===== config.mk =====
export PLATFORM = sky130hd
export DESIGN_NAME = ispm_copy_ctrl
export DESIGN_NICKNAME = d
export VERILOG_FILES = /design/src/rtl/isc_pkg.sv /design/src/rtl/isc_desc_table.sv /design/src/rtl/isc_cursor.sv /design/src/rtl/isc_seq_fsm.sv /design/src/rtl/ispm_copy_ctrl.sv
export SDC_FILE = /design/constraint.sdc
export NUM_CORES = 1
export LEC_CHECK = 0
export ABC_AREA = 0
export CORE_ASPECT_RATIO = 0.75
export CORE_MARGIN = 3
export CORE_UTILIZATION = 35
export CTS_CLUSTER_DIAMETER = 100
export DETAILED_ROUTE_END_ITERATION = 8
export DONT_BUFFER_PORTS = 1
export SYNTH_ARGS = -nofsm -noshare
export SYNTH_HDL_FRONTEND = slang
export SYNTH_SLANG_ARGS = --single-unit

===== constraint.sdc =====
create_clock -name clk -period 4.38 [get_ports clk]
set_clock_uncertainty 0.1 [all_clocks]
set_input_delay 0.438 -clock clk [delete_from_list [all_inputs] [get_ports clk]]
set_output_delay 0.438 -clock clk [all_outputs]
set_load 0.03 [all_outputs]

===== src/rtl/isc_pkg.sv =====
package isc_pkg;

    // datapath widths
    localparam int DATA_W = 16;
    localparam int MEM_AW = 12;
    localparam int SPM_AW = 6;
    localparam int LEN_W  = 5;
    localparam int TBL_AW = 3;

    localparam int TBL_DEPTH = 1 << TBL_AW;
    localparam int SPM_DEPTH = 1 << SPM_AW;

    typedef logic [MEM_AW-1:0] mem_addr_t;
    typedef logic [SPM_AW-1:0] spm_addr_t;
    typedef logic [LEN_W-1:0]  blk_len_t;
    typedef logic [TBL_AW-1:0] tbl_idx_t;
    typedef logic [DATA_W-1:0] word_t;

    typedef struct packed {
        mem_addr_t src;
        spm_addr_t dst;
        blk_len_t  len;
        logic      last;
    } blk_desc_t;

    typedef enum logic [2:0] {
        ST_IDLE,
        ST_ENTRY,
        ST_REQ,
        ST_WAIT,
        ST_FIN
    } seq_state_t;

    function automatic logic desc_is_empty(input blk_desc_t d);
        return d.len == '0;
    endfunction

    function automatic tbl_idx_t next_idx(input tbl_idx_t i);
        return i + tbl_idx_t'(1);
    endfunction

endpackage


===== src/rtl/isc_desc_table.sv =====
module isc_desc_table
    import isc_pkg::*;
(
    input  logic      clk,
    input  logic      rst,
    input  logic      wr_en,
    input  tbl_idx_t  wr_idx,
    input  blk_desc_t wr_desc,
    input  tbl_idx_t  rd_idx,
    output blk_desc_t rd_desc
);

    blk_desc_t slots [TBL_DEPTH];

    for (genvar g = 0; g < TBL_DEPTH; g++) begin : g_slot
        always_ff @(posedge clk) begin
            if (rst) begin
                slots[g] <= '0;
            end else if (wr_en && (wr_idx == tbl_idx_t'(g))) begin
                slots[g] <= wr_desc;
            end
        end
    end

    assign rd_desc = slots[rd_idx];

endmodule


===== src/rtl/isc_cursor.sv =====
module isc_cursor
    import isc_pkg::*;
(
    input  logic      clk,
    input  logic      rst,
    input  logic      load,
    input  logic      advance,
    input  blk_desc_t desc,
    output mem_addr_t src,
    output spm_addr_t dst,
    output logic      final_word,
    output logic      last_blk
);

    blk_len_t remain;

    always_ff @(posedge clk) begin
        if (rst) begin
            src      <= '0;
            dst      <= '0;
            remain   <= '0;
            last_blk <= 1'b0;
        end else if (load) begin
            src      <= desc.src;
            dst      <= desc.dst;
            remain   <= desc.len;
            last_blk <= desc.last;
        end else if (advance) begin
            src    <= src + mem_addr_t'(1);
            dst    <= dst + spm_addr_t'(1);
            remain <= remain - blk_len_t'(1);
        end
    end

    assign final_word = (remain == blk_len_t'(1));

endmodule


===== src/rtl/isc_seq_fsm.sv =====
module isc_seq_fsm
    import isc_pkg::*;
(
    input  logic     clk,
    input  logic     rst,
    input  logic     cmd_valid,
    input  tbl_idx_t cmd_idx,
    input  logic     entry_empty,
    input  logic     entry_last,
    input  logic     final_word,
    input  logic     last_blk,
    input  logic     mem_req_ready,
    input  logic     mem_rsp_valid,
    output tbl_idx_t idx,
    output logic     load,
    output logic     advance,
    output logic     mem_req_valid,
    output logic     stall,
    output logic     done,
    output logic     idle,
    output logic     busy_err
);

    seq_state_t st, st_n;
    tbl_idx_t   idx_n;

    always_comb begin
        st_n          = st;
        idx_n         = idx;
        load          = 1'b0;
        advance       = 1'b0;
        mem_req_valid = 1'b0;
        case (st)
            ST_IDLE: begin
                if (cmd_valid) begin
                    idx_n = cmd_idx;
                    st_n  = ST_ENTRY;
                end
            end
            ST_ENTRY: begin
                if (entry_empty) begin
                    if (entry_last) st_n = ST_FIN;
                    else            idx_n = next_idx(idx);
                end else begin
                    load = 1'b1;
                    st_n = ST_REQ;
                end
            end
            ST_REQ: begin
                mem_req_valid = 1'b1;
                if (mem_req_ready) st_n = ST_WAIT;
            end
            ST_WAIT: begin
                if (mem_rsp_valid) begin
                    advance = 1'b1;
                    if (final_word) begin
                        if (last_blk) begin
                            st_n = ST_FIN;
                        end else begin
                            idx_n = next_idx(idx);
                            st_n  = ST_ENTRY;
                        end
                    end else begin
                        st_n = ST_REQ;
                    end
                end
            end
            ST_FIN:  st_n = ST_IDLE;
            default: st_n = ST_IDLE;
        endcase
    end

    always_ff @(posedge clk) begin
        if (rst) begin
            st  <= ST_IDLE;
            idx <= '0;
        end else begin
            st  <= st_n;
            idx <= idx_n;
        end
    end

    assign stall = (st == ST_ENTRY) || (st == ST_REQ) || (st == ST_WAIT);
    assign done  = (st == ST_FIN);
    assign idle  = (st == ST_IDLE);

    always_ff @(posedge clk) begin
        if (rst)                    busy_err <= 1'b0;
        else if (cmd_valid && !idle) busy_err <= 1'b1;
    end

endmodule


===== src/rtl/ispm_copy_ctrl.sv =====
module ispm_copy_ctrl
    import isc_pkg::*;
(
    input  logic              clk,
    input  logic              rst,
    input  logic              cmd_valid,
    input  logic [TBL_AW-1:0] cmd_idx,
    output logic              stall,
    output logic              done,
    output logic              busy_err,
    input  logic              tbl_we,
    input  logic [TBL_AW-1:0] tbl_idx,
    input  logic [MEM_AW-1:0] tbl_src,
    input  logic [SPM_AW-1:0] tbl_dst,
    input  logic [LEN_W-1:0]  tbl_len,
    input  logic              tbl_last,
    output logic              mem_req_valid,
    input  logic              mem_req_ready,
    output logic [MEM_AW-1:0] mem_req_addr,
    input  logic              mem_rsp_valid,
    input  logic [DATA_W-1:0] mem_rsp_data,
    output logic              spm_we,
    output logic [SPM_AW-1:0] spm_addr,
    output logic [DATA_W-1:0] spm_data
);

    blk_desc_t wr_desc, cur_desc;
    tbl_idx_t  walk_idx;
    logic      seq_idle, do_load, do_advance, final_word, last_blk;
    mem_addr_t cur_src;
    spm_addr_t cur_dst;

    assign wr_desc = '{src: tbl_src, dst: tbl_dst, len: tbl_len, last: tbl_last};

    isc_desc_table u_table (
        .clk     (clk),
        .rst     (rst),
        .wr_en   (tbl_we && seq_idle),
        .wr_idx  (tbl_idx),
        .wr_desc (wr_desc),
        .rd_idx  (walk_idx),
        .rd_desc (cur_desc)
    );

    isc_cursor u_cursor (
        .clk        (clk),
        .rst        (rst),
        .load       (do_load),
        .advance    (do_advance),
        .desc       (cur_desc),
        .src        (cur_src),
        .dst        (cur_dst),
        .final_word (final_word),
        .last_blk   (last_blk)
    );

    isc_seq_fsm u_fsm (
        .clk           (clk),
        .rst           (rst),
        .cmd_valid     (cmd_valid),
        .cmd_idx       (cmd_idx),
        .entry_empty   (desc_is_empty(cur_desc)),
        .entry_last    (cur_desc.last),
        .final_word    (final_word),
        .last_blk      (last_blk),
        .mem_req_ready (mem_req_ready),
        .mem_rsp_valid (mem_rsp_valid),
        .idx           (walk_idx),
        .load          (do_load),
        .advance       (do_advance),
        .mem_req_valid (mem_req_valid),
        .stall         (stall),
        .done          (done),
        .idle          (seq_idle),
        .busy_err      (busy_err)
    );

    assign mem_req_addr = cur_src;
    assign spm_we       = do_advance;
    assign spm_addr     = cur_dst;
    assign spm_data     = mem_rsp_data;

endmodule


## After elaboration in Yosys (flattened, before gate mapping)

Memories as Yosys holds them, arrays and structs flattened. A register that Yosys moved wholly into a read port is not among the register bits.
Index checks and enable logic that the tools add are counted.

| operators by class | value |
|---|---|
| $add $sub $neg | 4 |
| bitwise logic cells | 8 |
| reduce and logical (&&, ||, !) cells | 20 |
| equal/unequal tests | 20 |
| mux-type cells | 62 |

Operators by type and width:

| kind | number |
|---|---|
| $mux 24 | 8 |
| $mux 3 | 15 |
| $mux 1 | 31 |
| $mux 12 | 2 |
| $eq 3x3->1 const B | 5 |
| $add 12x1->12 const B | 1 |
| $eq 3x2->1 const B | 4 |
| $mux 6 | 2 |
| $ne 2x2->1 const B | 6 |
| $pmux 3 s4 | 1 |
| $logic_and 1x1->1 | 10 |
| $mux 5 | 2 |
| $pmux 3 s3 | 1 |
| $or 1x1->1 | 8 |
| $reduce_and 7->1 | 1 |
| $add 6x1->6 const B | 1 |
| $eq 3x1->1 const B | 2 |
| $logic_not 3->1 | 2 |
| $eq 5x1->1 const B | 1 |
| $logic_not 5->1 | 1 |
| $sub 5x1->5 const B | 1 |
| $reduce_and 4->1 | 1 |
| $add 3x1->3 const B | 1 |
| $ne 3x3->1 const B | 1 |
| other kinds (5) | 6 |

| storage, ports and cells | value |
|---|---|
| bits of input ports | 52 |
| logic and storage cells | 122 |
| memories kept | 1 |
| memory bits (writable) | 192 |
| bits in registers | 31 |
| output and inout port bits | 39 |

Memory list:

| name | depth | bits a word | rd ports | clocked after Yosys merged registers in | write ports | line | text |
|---|---|---|---|---|---|---|---|
| u_table.slots | 8 | 24 | 1 | 1 | 8 | isc_desc_table.sv:13 | `blk_desc_t slots [TBL_DEPTH];` |

## Depth between registers and ports, before layout

| depth | value |
|---|---|
| depth after elaboration | 7 |
| depth in mapped cells | 9 |

## Hierarchy

A second synthesis with hierarchy kept.

| second synthesis, totals | value |
|---|---|
| cell total of the unflattened synthesis | 788 |
| area total of the unflattened synthesis | 10,616.4 µm² |

Modules (own cells, without submodules):

| module | cells an instance | instances | sequential area each (µm²) | area an instance (µm²) |
|---|---|---|---|---|
| isc_desc_table | 553 | 1 | 5,765.5 | 8,644.5 |
| isc_cursor | 154 | 1 | 480.5 | 1,307.5 |
| isc_seq_fsm | 62 | 1 | 140.1 | 526.8 |
| ispm_copy_ctrl | 19 | 1 | 0.0 | 137.6 |

## Worst setup path before layout

No wires, ideal clock.

| path | value |
|---|---|
| kind | in2reg |
| from | input tbl_we |
| to | memory u_table.slots[0][0] (netlist name), enable pin |
| arrival | 2.816 ns |
| slack | 1.025 ns |
| required time | 3.842 ns |
| stages | 4 |
| library setup time | 0.438 ns |
| cell sequence | nor4b_1 > nor2b_1 > nand2b_1 > o21ai_0 |

RTL lines:

| item | line | text |
|---|---|---|
| from (decl) | ispm_copy_ctrl.sv:11 | `input logic tbl_we,` |
| to (decl) | isc_desc_table.sv:13 |  |

==> summary.md <==
| Metric | Value |
|---|---|
| CP Capture Type | flop |
| Via count | 6,715 |
| RSZ-0062 raised after global routing | no |
| Synth Instances | 833 |
| Routed wire length | 27,600 um |
| Post-synthesis cell type count | 56 |
| Clk sinks | 226 |
| Syn avg cell area | 13.1 sq um |
| Endpoints failing setup | 0 |
| Row cnt | 55 |
| Arrival @ worst endpoint | 3570 ps |
| Worst-path fanout max | 15 |
| Leak | 4.34 nW |
| Dpl hpwl | 16,500 um |
| Die Area | 33,200 sq um |
| Critical Path Source Type | flop |
| IO buf count | 0 |
| Synthesized area | 10,900 sq um |
| N_diodes | 0 |
| Die width | 210 um |
| Clock transition at path regs | 60 ps |
| Seq/Total Area, Yosys | 0.593 |
| Synth Flop Type | edfxtp_1 |
| Most common cell in the netlist | and2_1 |
| Depth of the CTS H-tree | 1 |
| Post-DRT Antenna Nets | 0 |
| Max_slew headroom | 0.273 |
| Post-synth EDFFs | 192 |
| Root Driver | clkbuf_16 |
| Post-synth top cells | 193 x and2_1, 192 x edfxtp_1, 34 x clkbuf_1, 34 x dfxtp_1, 34 x mux2i_1 |
| Drt initial violations | 491 |
| Clock network fraction of total power | 0.328 |
| Total negative slack | 0 ps |
| Core Util, Final | 0.406 |
| Peak supply drop | 0.314 mV |
| Largest area contributor in the netlist | edfxtp_1 |
| Largest cells by area after synthesis | edfxtp_1 53%, and2_1 11%, mux4_2 6.4% |
| Core ar. | 30,400 sq um |
| Drt drc | 0 |
| FMAX | 302 MHz |
| Final WS setup | 1070 ps |
| FF+latch count, synth | 226 |
| Worst-Margin Slew | 1090 ps |
| Fin crit share | 0.756 |
| Initial antenna violation count | 0 |
| Combinational share of power | 0.209 |
| Outcome | finished, final reports clean |
| GRT Overall Usage | 0.166 |
| Yosys Warn Count | 0 |
| Cts repair resizes | 0 |
| Post-synth ARST share | 0 |
| Net count after synthesis | 890 |
| Yosys top cell area share | 0.530 |
| Sw Ratio | 0.312 |
| Clk buf depth | 3 |
| Slew Viols, Final | 0 |
| Count of boundary I/O pins | 91 |
| Starting Density | 0.358 |
| Vias in the first global route | 6,758 |
| Dpl cells | 1,185 |
| Largest net degree at the start of global routing | 47 |
| Worst skew pair latency | 540 ps |
| Cell Pwr Density | 494 nW/um^2 |
| Setup Crit Path Kind | flop to flop |
| Drt via density | 5.33 |
| Register share of total power | 0.463 |
| CTS tree | yes |
| GPL Wtd Cong | 0.748 |
| Drt pass-1 iters | 5 |
| Post-route insts no fill | 1,260 |
| Final min period | 3310 ps |
| CTS buffer count | 23 |
| Fin nets | 901 |
| Pre-CTS setup slack | 1050 ps |
| HP Class | input pin to flop |
| First-pass GRT wire length | 42,300 um |
| Max-Cap Viols | 0 |
| CP required | 4640 ps |
| Share of cells above drive strength 1 | 0.139 |
| GR Overflow Total | 0 |
| Wirelength per Cell | 21.9 um |
| Die height | 159 um |
| Area grow syn2layout | 13.5% |
| Pint | 4.20 mW |
| Final hold slack | 10.1 ps |
| Psw | 1.90 mW |
| Final Hold Fails | 0 |
-- cells by family after synthesis --
kind of cell | after synthesis | synth area share
and+or+nand+nor | 328 | 0.176
DFF | 226 | 0.593
AOI/OAI and AO/OA | 102 | 0.0678
buffers and inverters | 79 | 0.0372
muxes | 75 | 0.106
xor gates and xnor gates | 18 | 0.0145
adders and majority gates | 5 | 0.00575
-- cell type report --
class / count / area [sq um]
Tap cell: 399 / 499
Sequential cell: 226 / 6450
Clock buffer: 31 / 647
Clock inverter: 11 / 115
Inverter: 6 / 22.5
Multi-Input combinational cell: 528 / 4080
Fill cell: 2802 / 18100
Timing Repair Buffer: 59 / 526
-- flip-flops by register name, summed over array words and instances, names as in the netlist, named ones only --
| name | cells |
|---|---|
| u_cursor.src | 12 |
| u_cursor.dst | 6 |
| u_fsm.idx | 3 |
| u_fsm.st | 3 |
| u_table.slots | 192 |
| u_cursor.last_blk | 1 |
| u_fsm.busy_err | 1 |
| u_cursor.remain | 5 |
-- layout by cell type (no fill, tap or decap), drive strengths merged, types with 4 or more instances in the layout --
master / netlist / routed
a211oi: 28 / 28
a21oi: 8 / 8
a221oi: 10 / 10
a22o: 6 / 6
a31oi: 4 / 4
and2: 193 / 193
buf: 39 / 26
clkbuf: 34 / 31
clkinv: 0 / 8
dfxtp: 34 / 34
dlygate4sd3: 0 / 33
edfxtp: 192 / 192
ha: 5 / 5
inv: 6 / 7
mux2: 10 / 10
mux2i: 34 / 34
mux4: 31 / 31
nand2: 29 / 29
nand3: 12 / 12
nand3b: 4 / 4
nand4: 7 / 7
nor2: 22 / 22
nor2b: 20 / 20
nor3: 14 / 14
nor4: 9 / 9
o21ai: 19 / 19
o22ai: 6 / 6
xnor2: 8 / 8
xor2: 10 / 10
-- per-stage QoR --
step / power, mW / area (sq um)
6_report: 6.10 / 12300
5_1_grt: 6.38 / 12300
3_3_place_gp: 4.07 / 11300
2_1_floorplan: 3.73 / 10900
3_5_place_dp: 4.09 / 11300
4_1_cts: 6.13 / 12300
-- worst max-delay path: stages, from the launching register on --
cell	delay [ps]
dfxtp_1	930
buf_4	300
mux4_2	500
mux2_2	350
or2_1	370
o21ai_4	430
a311oi_1	150
-- routing by layer --
layer | global-route usage | wire [um]
met1 | 0.249 | 13200
met2 | 0.249 | 11700
met3 | 0.0408 | 2210
met4 | 0.0280 | 404
met5 | 0 | 0
-- power by group through the flow --
stage | combinational (mW) | sequential (mW) | clock (mW)
2_1_floorplan | 1.00 | 2.73 | 0
3_3_place_gp | 1.20 | 2.87 | 0
3_5_place_dp | 1.21 | 2.87 | 0
4_1_cts | 1.26 | 2.83 | 2.04
5_1_grt | 1.38 | 2.86 | 2.14
6_report | 1.27 | 2.82 | 2.00
-- worst paths after layout --
check / from / endpoint / slack [ps] / cells after the start
setup reg to reg: flop / u_cursor.src[1]$_SDFFE_PP0P_ / 1070 / 6
setup / recovery: flop / u_cursor.src[1]$_SDFFE_PP0P_ / 1070 / 6
hold / removal: tbl_len[1] / u_table.slots[7][2]$_SDFFCE_PN0P_ / 10 / 1
hold reg to reg: u_cursor.remain[3]$_SDFFE_PP0P_ / u_cursor.remain[3]$_SDFFE_PP0P_ / 450 / 2
-- repair_timing --
item,CTS,global route
setup buffers,0,0
hold buffers,28,5
endpoints found under the hold margin,188,5
Power figures use the tool's default switching activity.
